--- src/rtl/apoll_pkg.sv ---
package apoll_pkg;

   typedef enum logic [1:0] {
      OP_NONE  = 2'd0,
      OP_START = 2'd1,
      OP_BYTE  = 2'd2,
      OP_STOP  = 2'd3
   } apoll_op_e;

   typedef enum logic [2:0] {
      ST_IDLE,
      ST_ISS_START,
      ST_WT_START,
      ST_ISS_CTRL,
      ST_WT_CTRL,
      ST_ISS_STOP,
      ST_WT_STOP
   } apoll_state_e;

   localparam int unsigned ADDR_W = 7;

endpackage

--- src/rtl/apoll_tries.sv ---
module apoll_tries #(
   parameter int unsigned CNT_W = 8
) (
   input  logic             clk,
   input  logic             rst_n,
   input  logic             clr,
   input  logic             inc,
   input  logic [CNT_W-1:0] limit_in,
   output logic [CNT_W-1:0] cnt_nx,
   output logic             spent
);
   localparam logic [CNT_W-1:0] ONE  = CNT_W'(1);
   localparam logic [CNT_W-1:0] FULL = {CNT_W{1'b1}};

   logic [CNT_W-1:0] cnt_q;
   logic [CNT_W-1:0] lim_q;

   always_comb begin
      cnt_nx = cnt_q;
      if (clr)
         cnt_nx = '0;
      else if (inc && cnt_q != FULL)
         cnt_nx = cnt_q + ONE;
   end

   always_ff @(posedge clk or negedge rst_n) begin
      if (!rst_n) begin
         cnt_q <= '0;
         lim_q <= ONE;
      end else begin
         cnt_q <= cnt_nx;
         if (clr)
            lim_q <= (limit_in == '0) ? ONE : limit_in;
      end
   end

   assign spent = (cnt_q >= lim_q);

endmodule

--- src/rtl/apoll_ctl.sv ---
module apoll_ctl
   import apoll_pkg::*;
(
   input  logic      clk,
   input  logic      rst_n,
   input  logic      go,
   input  logic      fin,
   input  logic      nack,
   input  logic      spent,
   output logic      launch,
   output logic      try_inc,
   output logic      end_ok,
   output logic      end_to,
   output logic      busy,
   output logic      req,
   output apoll_op_e op
);
   apoll_state_e st_q, st_d;

   always_comb begin
      st_d    = st_q;
      launch  = 1'b0;
      try_inc = 1'b0;
      end_ok  = 1'b0;
      end_to  = 1'b0;
      unique case (st_q)
         ST_IDLE: begin
            if (go) begin
               launch = 1'b1;
               st_d   = ST_ISS_START;
            end
         end
         ST_ISS_START: st_d = ST_WT_START;
         ST_WT_START:  if (fin) st_d = ST_ISS_CTRL;
         ST_ISS_CTRL:  st_d = ST_WT_CTRL;
         ST_WT_CTRL: begin
            if (fin) begin
               try_inc = 1'b1;
               if (!nack) begin
                  end_ok = 1'b1;
                  st_d   = ST_IDLE;
               end else begin
                  st_d = ST_ISS_STOP;
               end
            end
         end
         ST_ISS_STOP:  st_d = ST_WT_STOP;
         ST_WT_STOP: begin
            if (fin) begin
               if (spent) begin
                  end_to = 1'b1;
                  st_d   = ST_IDLE;
               end else begin
                  st_d = ST_ISS_START;
               end
            end
         end
         default: st_d = ST_IDLE;
      endcase
   end

   always_ff @(posedge clk or negedge rst_n) begin
      if (!rst_n) st_q <= ST_IDLE;
      else        st_q <= st_d;
   end

   always_comb begin
      req = 1'b1;
      op  = OP_NONE;
      unique case (st_q)
         ST_ISS_START: op = OP_START;
         ST_ISS_CTRL:  op = OP_BYTE;
         ST_ISS_STOP:  op = OP_STOP;
         default:      req = 1'b0;
      endcase
   end

   assign busy = (st_q != ST_IDLE);

endmodule

--- src/rtl/apoll_status.sv ---
module apoll_status #(
   parameter int unsigned CNT_W      = 8,
   parameter bit          STICKY_ERR = 1'b1
) (
   input  logic             clk,
   input  logic             rst_n,
   input  logic             launch,
   input  logic             end_ok,
   input  logic             end_to,
   input  logic [CNT_W-1:0] cnt_nx,
   output logic             done,
   output logic             err,
   output logic [CNT_W-1:0] poll_count
);
   always_ff @(posedge clk or negedge rst_n) begin
      if (!rst_n) begin
         done       <= 1'b0;
         poll_count <= '0;
      end else begin
         done <= end_ok | end_to;
         if (end_ok | end_to)
            poll_count <= cnt_nx;
      end
   end

   generate
      if (STICKY_ERR) begin : g_err_hold
         always_ff @(posedge clk or negedge rst_n) begin
            if (!rst_n)
               err <= 1'b0;
            else if (end_to)
               err <= 1'b1;
            else if (launch | end_ok)
               err <= 1'b0;
         end
      end else begin : g_err_pulse
         always_ff @(posedge clk or negedge rst_n) begin
            if (!rst_n) err <= 1'b0;
            else        err <= end_to;
         end
      end
   endgenerate

endmodule

--- src/rtl/apoll_seq.sv ---
module apoll_seq
   import apoll_pkg::*;
#(
   parameter int unsigned CNT_W      = 8,
   parameter bit          STICKY_ERR = 1'b1
) (
   input  logic             clk,
   input  logic             rst_n,
   input  logic             go,
   input  logic [6:0]       dev_addr,
   input  logic [CNT_W-1:0] max_polls,
   output logic             busy,
   output logic             done,
   output logic             err,
   output logic [CNT_W-1:0] poll_count,
   output logic             cmd_req,
   output logic [1:0]       cmd_op,
   output logic [7:0]       cmd_data,
   input  logic             cmd_fin,
   input  logic             cmd_nack
);
   generate
      if (CNT_W < 2 || CNT_W > 16) begin : g_bad_cnt_w
         $error("apoll_seq: CNT_W must lie in 2..16");
      end
   endgenerate

   logic             launch, try_inc, end_ok, end_to, spent;
   logic [CNT_W-1:0] cnt_nx;
   logic [ADDR_W-1:0] addr_q;
   apoll_op_e        op_e;

   always_ff @(posedge clk or negedge rst_n) begin
      if (!rst_n)      addr_q <= '0;
      else if (launch) addr_q <= dev_addr;
   end

   apoll_ctl u_ctl (
      .clk     (clk),
      .rst_n   (rst_n),
      .go      (go),
      .fin     (cmd_fin),
      .nack    (cmd_nack),
      .spent   (spent),
      .launch  (launch),
      .try_inc (try_inc),
      .end_ok  (end_ok),
      .end_to  (end_to),
      .busy    (busy),
      .req     (cmd_req),
      .op      (op_e)
   );

   apoll_tries #(.CNT_W(CNT_W)) u_tries (
      .clk      (clk),
      .rst_n    (rst_n),
      .clr      (launch),
      .inc      (try_inc),
      .limit_in (max_polls),
      .cnt_nx   (cnt_nx),
      .spent    (spent)
   );

   apoll_status #(.CNT_W(CNT_W), .STICKY_ERR(STICKY_ERR)) u_status (
      .clk        (clk),
      .rst_n      (rst_n),
      .launch     (launch),
      .end_ok     (end_ok),
      .end_to     (end_to),
      .cnt_nx     (cnt_nx),
      .done       (done),
      .err        (err),
      .poll_count (poll_count)
   );

   assign cmd_op   = op_e;
   assign cmd_data = {addr_q, 1'b0};

endmodule

--- config.mk ---
export PLATFORM = sky130hd
export DESIGN_NAME = apoll_seq
export DESIGN_NICKNAME = d
export VERILOG_FILES = /design/src/rtl/apoll_pkg.sv /design/src/rtl/apoll_tries.sv /design/src/rtl/apoll_ctl.sv /design/src/rtl/apoll_status.sv /design/src/rtl/apoll_seq.sv
export SDC_FILE = /design/constraint.sdc
export NUM_CORES = 1
export LEC_CHECK = 0
export ABC_CLOCK_PERIOD_IN_PS = 2450
export BUFFER_PORTS_ARGS = -buffer_cell sky130_fd_sc_hd__buf_2
export CAP_MARGIN = 20
export CORE_MARGIN = 8
export CORE_UTILIZATION = 35
export CTS_BUF_LIST = sky130_fd_sc_hd__clkbuf_8
export CTS_CLUSTER_SIZE = 10
export DETAILED_ROUTE_END_ITERATION = 7
export SLEW_MARGIN = 20
export SYNTH_ARGS = -nofsm -noshare
export SYNTH_HDL_FRONTEND = slang
export SYNTH_HIERARCHICAL = 1
export SYNTH_SLANG_ARGS = --single-unit
--- constraint.sdc ---
create_clock -name clk -period 2.45 [get_ports clk]
set_input_delay 0.245 -clock clk [delete_from_list [all_inputs] [get_ports clk]]
set_output_delay 0.245 -clock clk [all_outputs]
set_load 0.01 [all_outputs]
* Yosys cells after proc, flatten, opt, wreduce, memory -nomap -nowiden
Index checks and enable logic that the tools add are counted.
Storage, ports and cells: flip-flop bits (word level) 36, output and inout port bits 22, logic and storage cells 53
Operators by class: $add $sub $neg 1, magnitude comparators 1, equal/unequal tests 11, mux-type cells 24, bitwise logic cells 2, reduce and logical (&&, ||, !) cells 7
Operator list (number):
- $mux W8 | 3
- $pmux W3 S7 | 1
- $mux W3 | 5
- $mux W1 | 14
- $eq A3 B3 Y1 const B | 3
- $add A8 B1 Y8 const B | 1
- $ge A8 B8 Y1 | 1
- $logic_not A8 Y1 | 1
- $ne A2 B2 Y1 const B | 4
- $ne A8 B8 Y1 const B | 1
- $eq A3 B2 Y1 const B | 2
- $pmux W2 S3 | 1
- $reduce_and A4 Y1 | 1
- $eq A3 B1 Y1 const B | 1
- $logic_not A3 Y1 | 1
- $reduce_bool A3 Y1 | 1
- $reduce_or A3 Y1 | 1
- $or A1 B1 Y1 | 2
- $reduce_bool A2 Y1 | 1
- $logic_and A1 B1 Y1 | 1

* Depth between registers and ports, before layout
Gate-level depths: netlist of the first run.
depth in word-level cells 6, gate-level depth with buffers 8, gate-level depth less buffers 8

* By module
Netlist of the first run, hierarchy kept.
By module, submodules not included:
- apoll_tries | times used 1, cells an instance 100, area each 983.4 um^2, sequential area each 401.6 um^2
- apoll_status | times used 1, cells an instance 22, area each 366.6 um^2, sequential area each 250.2 um^2
- apoll_seq | times used 1, cells an instance 17, area each 302.8 um^2, sequential area each 175.2 um^2
- apoll_ctl | times used 1, cells an instance 27, area each 241.5 um^2, sequential area each 75.1 um^2

* Worst setup path before layout of the first run
Ideal clock, no wire load.
kind flip-flop to flip-flop, start reg u_tries.lim_q[0], end reg u_status.poll_count[0], setup time 0.125 ns, arrival 2.112 ns, required time 2.325 ns, setup slack 0.213 ns, cell stages (with the launch flop) 8, buffers on the path 0, period minus slack after synthesis 2.237 ns, cells stage by stage dfstp_2 -> ha_1 -> nand2b_1 -> a2111oi_0 -> o31ai_1 -> and4_1 -> nor2_4 -> mux2_2
Between the ends: word-level cells in the longest chain between the ends 5
RTL lines:
- start, declared | RTL line apoll_tries.sv:16 | logic [CNT_W-1:0] lim_q;
- start signal, assigned | RTL line apoll_tries.sv:33 | lim_q <= (limit_in == '0) ? ONE : limit_in;
- $ge A8 B8 Y1 | RTL line apoll_tries.sv:37 | assign spent = (cnt_q >= lim_q);
- via spent | RTL line apoll_seq.sv:28 | logic launch, try_inc, end_ok, end_to, spent;
- $mux W1 | RTL line apoll_ctl.sv:50 | if (spent) begin
- $mux W1 | RTL line apoll_ctl.sv:49 | if (fin) begin
- $mux W1 | RTL line apoll_ctl.sv:26 | unique case (st_q)
- via end_to | RTL line apoll_seq.sv:28
- $or A1 B1 Y1 | RTL line apoll_status.sv:21 | if (end_ok | end_to)
- end signal, assigned | RTL line apoll_status.sv:22 | poll_count <= cnt_nx;
- end, declared | RTL line apoll_status.sv:13 | output logic [CNT_W-1:0] poll_count
The timed path passes the listed nets, and every way through them passes these cells. A chain may end at the register's enable or synchronous reset.

* Final worst setup path of the first run
start reg u_tries.lim_q[0], end reg u_status.poll_count[7]
The elaborated chain is that of the path after synthesis.

==> impl_metrics.yaml, run 1 <==
timing:
  skew_ns: 0.00657
  fin_tns_setup_ns: 0
  rsz0062_at_grt: "false"
  drv_slew: 0
  max-slew-margin-rel_pct: 47.2
  period_minus_slack_ns: 2.36
  hold_viol: 0
  setup_viol: 0
  tightestPinTransition_ns: 0.791
  setup_ws_ns: 0.0886
  max_freq_ghz: 0.423
  fin_crit_sh_pct: 96.4
detailed_routing:
  route.met2.wl_um: 1770
  firstDrtPassIters: 4
  route.met3.wl_um: 238
  dr_total_vias: 1362
  antenna_left: 0
  wl_um: 3920
  highest_layer: "met4"
  drc_errors: 0
  via_per_inst: 4.80
  drt-initial-drc-count: 31
  wl_per_cell_um: 13.8
  met1_length_um: 1880
final_layout:
  area_growth_pct: 20.4
  finalNetCount: 243
  drive_gt1_share_pct: 39.3
  postLayoutCellArea_um2: 2280
  antenna_cells: 0
  fill_cells: 487
  final_cells: 284
  final_cell_mix: "buf_2 (40), dfrtp_1 (35), inv_1 (11), nand2_1 (11)"
  final_util_pct: 44.1
  final_common_cell: "buf_2"
synthesis:
  synth_nets: 195
  netlist_area_um2: 1890
  synth_cells: 166
  synth_flop_cell: "dfrtp_1"
  synth-edff-count: 0
  yosysUniqueCellTypes: 46
  syn-mean-instance-area_um2: 11.4
  async_flop_share_pct: 100
  yosysWarnings: 6
  ys_ff_latch: 36
  seq_area_frac_synth_pct: 47.6
setup_path:
  arrival_ns: 2.53
  required_ns: 2.62
  r2r_cells: 8
  critPathLaunchType: "flip-flop"
  path_class: "flip-flop to flip-flop"
  crit_fanout: 9
  crit_path_end_kind: "flip-flop"
place:
  dpl.hpwl_um: 2950
  postPlaceCellArea_um2: 2180
  dp_slack_ns: -0.0147
  port_buffers: 40
  dp.cells: 276
  gp_congestion: 0.743
die:
  coreArea_um2: 5170
  ioPinCount: 42
  start_util_pct: 36.6
  die_w_um: 89.6
  die_h_um: 89.6
  num_rows: 26
  die_area_um2: 8020
global_route:
  grt_pass1_vias: 1402
  antenna_found_initial: 0
  grt_max_degree: 37
  grt.total_usage_pct: 10.5
  grt_overflow: 0
  grt_pass1_wl_um: 6530
clocking:
  clock_sinks: 36
  cts_max_level: 2
  tritoncts: "done"
  root_buffer: "clkbuf_8"
  insertion_delay_ns: 0.28
  ctsLongestPathBuffers: 2
  holdBufCountCts: 0
  cts_buffers: 5
  path_clk_slew_ns: 0.07
status:
  status: "finished clean"
hold_path:
  worstHoldPathType: "input pin to async pin"
run:
  cap_violations: 0
pwr:
  leakage_nw: 1.18
  peakVddDrop_mv: 0.331
  power_frac_comb_pct: 40.9
  cell_internal_pwr_mw: 1.42
  seq_power_share_pct: 41.4
  powerDensity_nw_per_um2: 938
  p_sw_uw: 717
  clkPwrFrac_pct: 17.7
  p_sw_share_pct: 33.5
-- metal layers --
layer	global-route usage, %	up-vias
li1	-	679
met1	13.6	653
met2	16.2	28
met3	2.91	2
met4	4.08	0
met5	0	-
-- stage by stage --
step | power (mW) | hold WS, ns
2_1_floorplan | 1.50 | -0.0506
3_3_place_gp | 1.74 | 0.387
3_5_place_dp | 1.74 | 0.391
4_1_cts | 2.14 | 0.0840
5_1_grt | 2.31 | 0.118
6_report | 2.14 | 0.0409
-- state kept, by name, summed over array words and instances (netlist names) --
register / count
addr_q: 7
u_tries/cnt_q: 8
u_tries/lim_q: 8
u_status/done: 1
u_ctl/st_q: 3
u_status/poll_count: 8
u_status/err: 1
-- power by group through the flow --
stage                     Combinational (mW)  Sequential (mW)  Clock, mW
after floorplan                        0.595            0.902          0
after global placement                 0.848            0.892          0
after detailed placement               0.848            0.896          0
after CTS                              0.860            0.889      0.396
after global routing                   0.975            0.910      0.424
final                                  0.874            0.886      0.378
-- layout make-up --
type	instances	area (um^2)	share of cell area (%)
inverters	10	37.5	1.65
clock buffers	5	68.8	3.02
flip-flops and latches	36	902	39.6
multi-input cells	112	896	39.3
repair buffers	49	280	12.3
well taps	70	87.6	3.84
clock inverters	2	8.76	0.384
-- critical path: stages (launching register included) --
cell and delay [ns]:
dfstp_2 0.53, ha_1 0.21, nand2b_1 0.15, a2111oi_2 0.36, o31ai_1 0.15, and4_1 0.26, nor2_4 0.13, buf_12 0.13
mux2_2 0.33
-- cells in the mapped netlist (all sizes together) (2+ instances only) --
library cell,n,share of area (%)
and2b,3,1.3
nor3,3,0.79
nand2,11,2.2
nor2,11,2.7
mux2,19,13
a311oi,2,0.92
a21oi,7,1.8
nand2b,3,0.99
nor4,2,0.66
mux2i,2,1.1
o21ai,7,1.8
nor2b,5,1.7
inv,10,2.0
ha,9,5.9
nand4,2,0.66
a21boi,3,1.4
a211oi,2,1.1
dfrtp,35,46
buf,6,3.0
and4,3,1.4
a21o,3,1.2
and3,3,1.1
clkbuf,2,0.40
-- kinds of logic after synthesis --
group | after synthesis | share of synthesized area (%)
other | 1 | 0.198
AOI/OAI and AO/OA | 32 | 11.8
buffers and inverters | 18 | 5.42
and+or+nand+nor | 49 | 14.9
adders and majority gates | 9 | 5.94
muxes | 21 | 14.1
DFF | 36 | 47.6
-- worst paths after layout --
kind,startpoint,to,slack (ns)
min in group clk,dev_addr[3],addr_q[3],0.20
worst max-delay path,u_tries/lim_q[0],u_status/poll_count[7],0.09
max in group asynchronous,rst_n,u_tries/lim_q[1],1.89
worst min-delay path,rst_n,u_ctl/st_q[2],0.04
worst max register to register,u_tries/lim_q[0],u_status/poll_count[7],0.09
worst min register to register,u_status/err,u_status/err,0.49
-- timing repair --
action,in CTS,in global routing
gates cloned,0,0
endpoints found under the setup margin,8,8
pin swaps,1,0
setup buffers,1,0
resized for setup,0,2
No activity file was read; power rests on OpenSTA's default activity.
==> run 2: changes to the inputs <==
--- a/config.mk
+++ b/config.mk
@@ -6,7 +6,7 @@
 export NUM_CORES = 1
 export LEC_CHECK = 0
 export ABC_CLOCK_PERIOD_IN_PS = 2450
-export BUFFER_PORTS_ARGS = -buffer_cell sky130_fd_sc_hd__buf_2
+export BUFFER_PORTS_ARGS = -buffer_cell sky130_fd_sc_hd__buf_4
 export CAP_MARGIN = 20
 export CORE_MARGIN = 8
 export CORE_UTILIZATION = 35
==> impl_metrics.yaml, run 2 (synthesis results as in run 1) <==
status:
  status: "finished clean"
die:
  start_util_pct: 36.6
  die_area_um2: 8020
  num_rows: 26
  die_w_um: 89.6
  die_h_um: 89.6
  ioPinCount: 42
  coreArea_um2: 5170
timing:
  skew_ns: 0.00585
  setup_viol: 0
  drv_slew: 0
  tightestPinTransition_ns: 0.620
  hold_viol: 0
  fin_tns_setup_ns: 0
  max-slew-margin-rel_pct: 58.3
  setup_ws_ns: 0.102
  period_minus_slack_ns: 2.35
  max_freq_ghz: 0.426
  finalHoldWorstSlack_ns: 0.174
  rsz0062_at_grt: "false"
  fin_crit_sh_pct: 95.8
detailed_routing:
  via_per_inst: 4.79
  wl_um: 3950
  drt-initial-drc-count: 36
  dr_total_vias: 1376
  wl_per_cell_um: 13.8
  drc_errors: 0
  antenna_left: 0
  firstDrtPassIters: 4
setup_path:
  crit_path_end_kind: "flip-flop"
  required_ns: 2.63
  rr_endpoint: "u_status/poll_count[0]"
  arrival_ns: 2.52
  r2r_cells: 8
  crit_fanout: 9
  critPathLaunchType: "flip-flop"
  rr_startpoint: "u_tries/lim_q[0]"
  path_class: "flip-flop to flip-flop"
  rrSetupSlack_ns: 0.10
global_route:
  grt_pass1_vias: 1376
  grt_overflow: 0
  grt_pass1_wl_um: 6660
  grt_max_degree: 37
  antenna_found_initial: 0
  grt.total_usage_pct: 11.0
clocking:
  tritoncts: "done"
  cts_buffers: 5
  insertion_delay_ns: 0.29
  clock_sinks: 36
  cts_max_level: 2
  root_buffer: "clkbuf_8"
  path_clk_slew_ns: 0.07
  ctsLongestPathBuffers: 2
final_layout:
  drive_gt1_share_pct: 40.1
  regArea_um2: 902
  fill_cells: 490
  final_cell_mix: "buf_4 (49), dfrtp_1 (35), inv_1 (11), nand2_1 (11)"
  final_common_cell: "buf_4"
  reg.largest.list: "u_status/poll_count (8), u_tries/cnt_q (8), u_tries/lim_q (8)"
  final_cells: 287
  area_growth_pct: 28.7
  finalNetCount: 245
  final_util_pct: 47.1
  antenna_cells: 0
  postLayoutCellArea_um2: 2440
  multi_input_area_um2: 913
pwr:
  leakage_nw: 1.23
  powerDensity_nw_per_um2: 963
  finalPower_mw: 2.35
  peakVddDrop_mv: 0.412
hold_path:
  worstHoldPathType: "input pin to flip-flop"
  holdPathStages: 3
  holdPathEnd: "u_tries/lim_q[1]"
  min_from: "max_polls[1]"
place:
  postPlaceCellArea_um2: 2280
  gp_congestion: 0.746
  dp_slack_ns: -0.0212
  port_buffers: 40
  dpl.hpwl_um: 2900
  dp.cells: 277
run:
  cap_violations: 0
-- run 2: changes by cell type in the layout (fill, tap and decap cells not counted), sizes merged --
cell	change
buf	+1
clkinv	-1
clkbuf	+2
dlygate4sd3	+1
-- run 2: worst max-delay path by stage --
stage | from | to | cells after the start
5_1_grt | u_tries/lim_q[0] | u_status/poll_count[0] | 8
3_3_place_gp | u_tries/lim_q[0] | u_status/poll_count[4] | 7
3_5_place_dp | u_tries/lim_q[0] | u_status/poll_count[0] | 7
6_report | u_tries/lim_q[0] | u_status/poll_count[0] | 8
4_1_cts | u_tries/lim_q[0] | u_status/poll_count[0] | 8
2_1_floorplan | u_tries/lim_q[0] | u_status/poll_count[0] | 7
-- run 2: layout make-up --
class	instances	area share [%]
Clock buffer	7	3.95
Inverter	10	1.54
Multi-Input combinational cell	112	37.5
Sequential cell	36	37.0
Timing Repair Buffer	51	16.3
Clock inverter	1	0.154
Tap cell	70	3.59
-- run 2: what timing repair did --
action                                  CTS  global route
gates cloned                              0             0
pin swaps                                 1             0
hold buffers                              1             0
endpoints found under the hold margin    35             0
buffers inserted                          1             0
endpoints found under the setup margin    8             8
resized for setup                         0             4
-- run 2: power by group --
part           internal, mW  total, mW  switching, mW
registers             0.774      0.863         0.0888
clock network         0.252      0.456          0.204
logic                 0.562       1.03          0.468
-- run 2: worst max-delay path, cell delays in order, from the launching register on --
cell	delay [ns]
dfstp_2	0.53
ha_1	0.21
nand2b_1	0.18
a2111oi_4	0.36
o31ai_2	0.11
and4_1	0.25
nor2_4	0.13
buf_12	0.14
mux2_2	0.33
-- run 2: per-layer routing --
layer / track usage (%) / vias to the layer above / share of wire (%)
met1: 14.7 / 640 / 49
met4: 5.89 / 0 / 2.1
li1: - / 691 / -
met5: 0 / - / 0
met3: 2.73 / 8 / 6.6
met2: 15.8 / 37 / 42
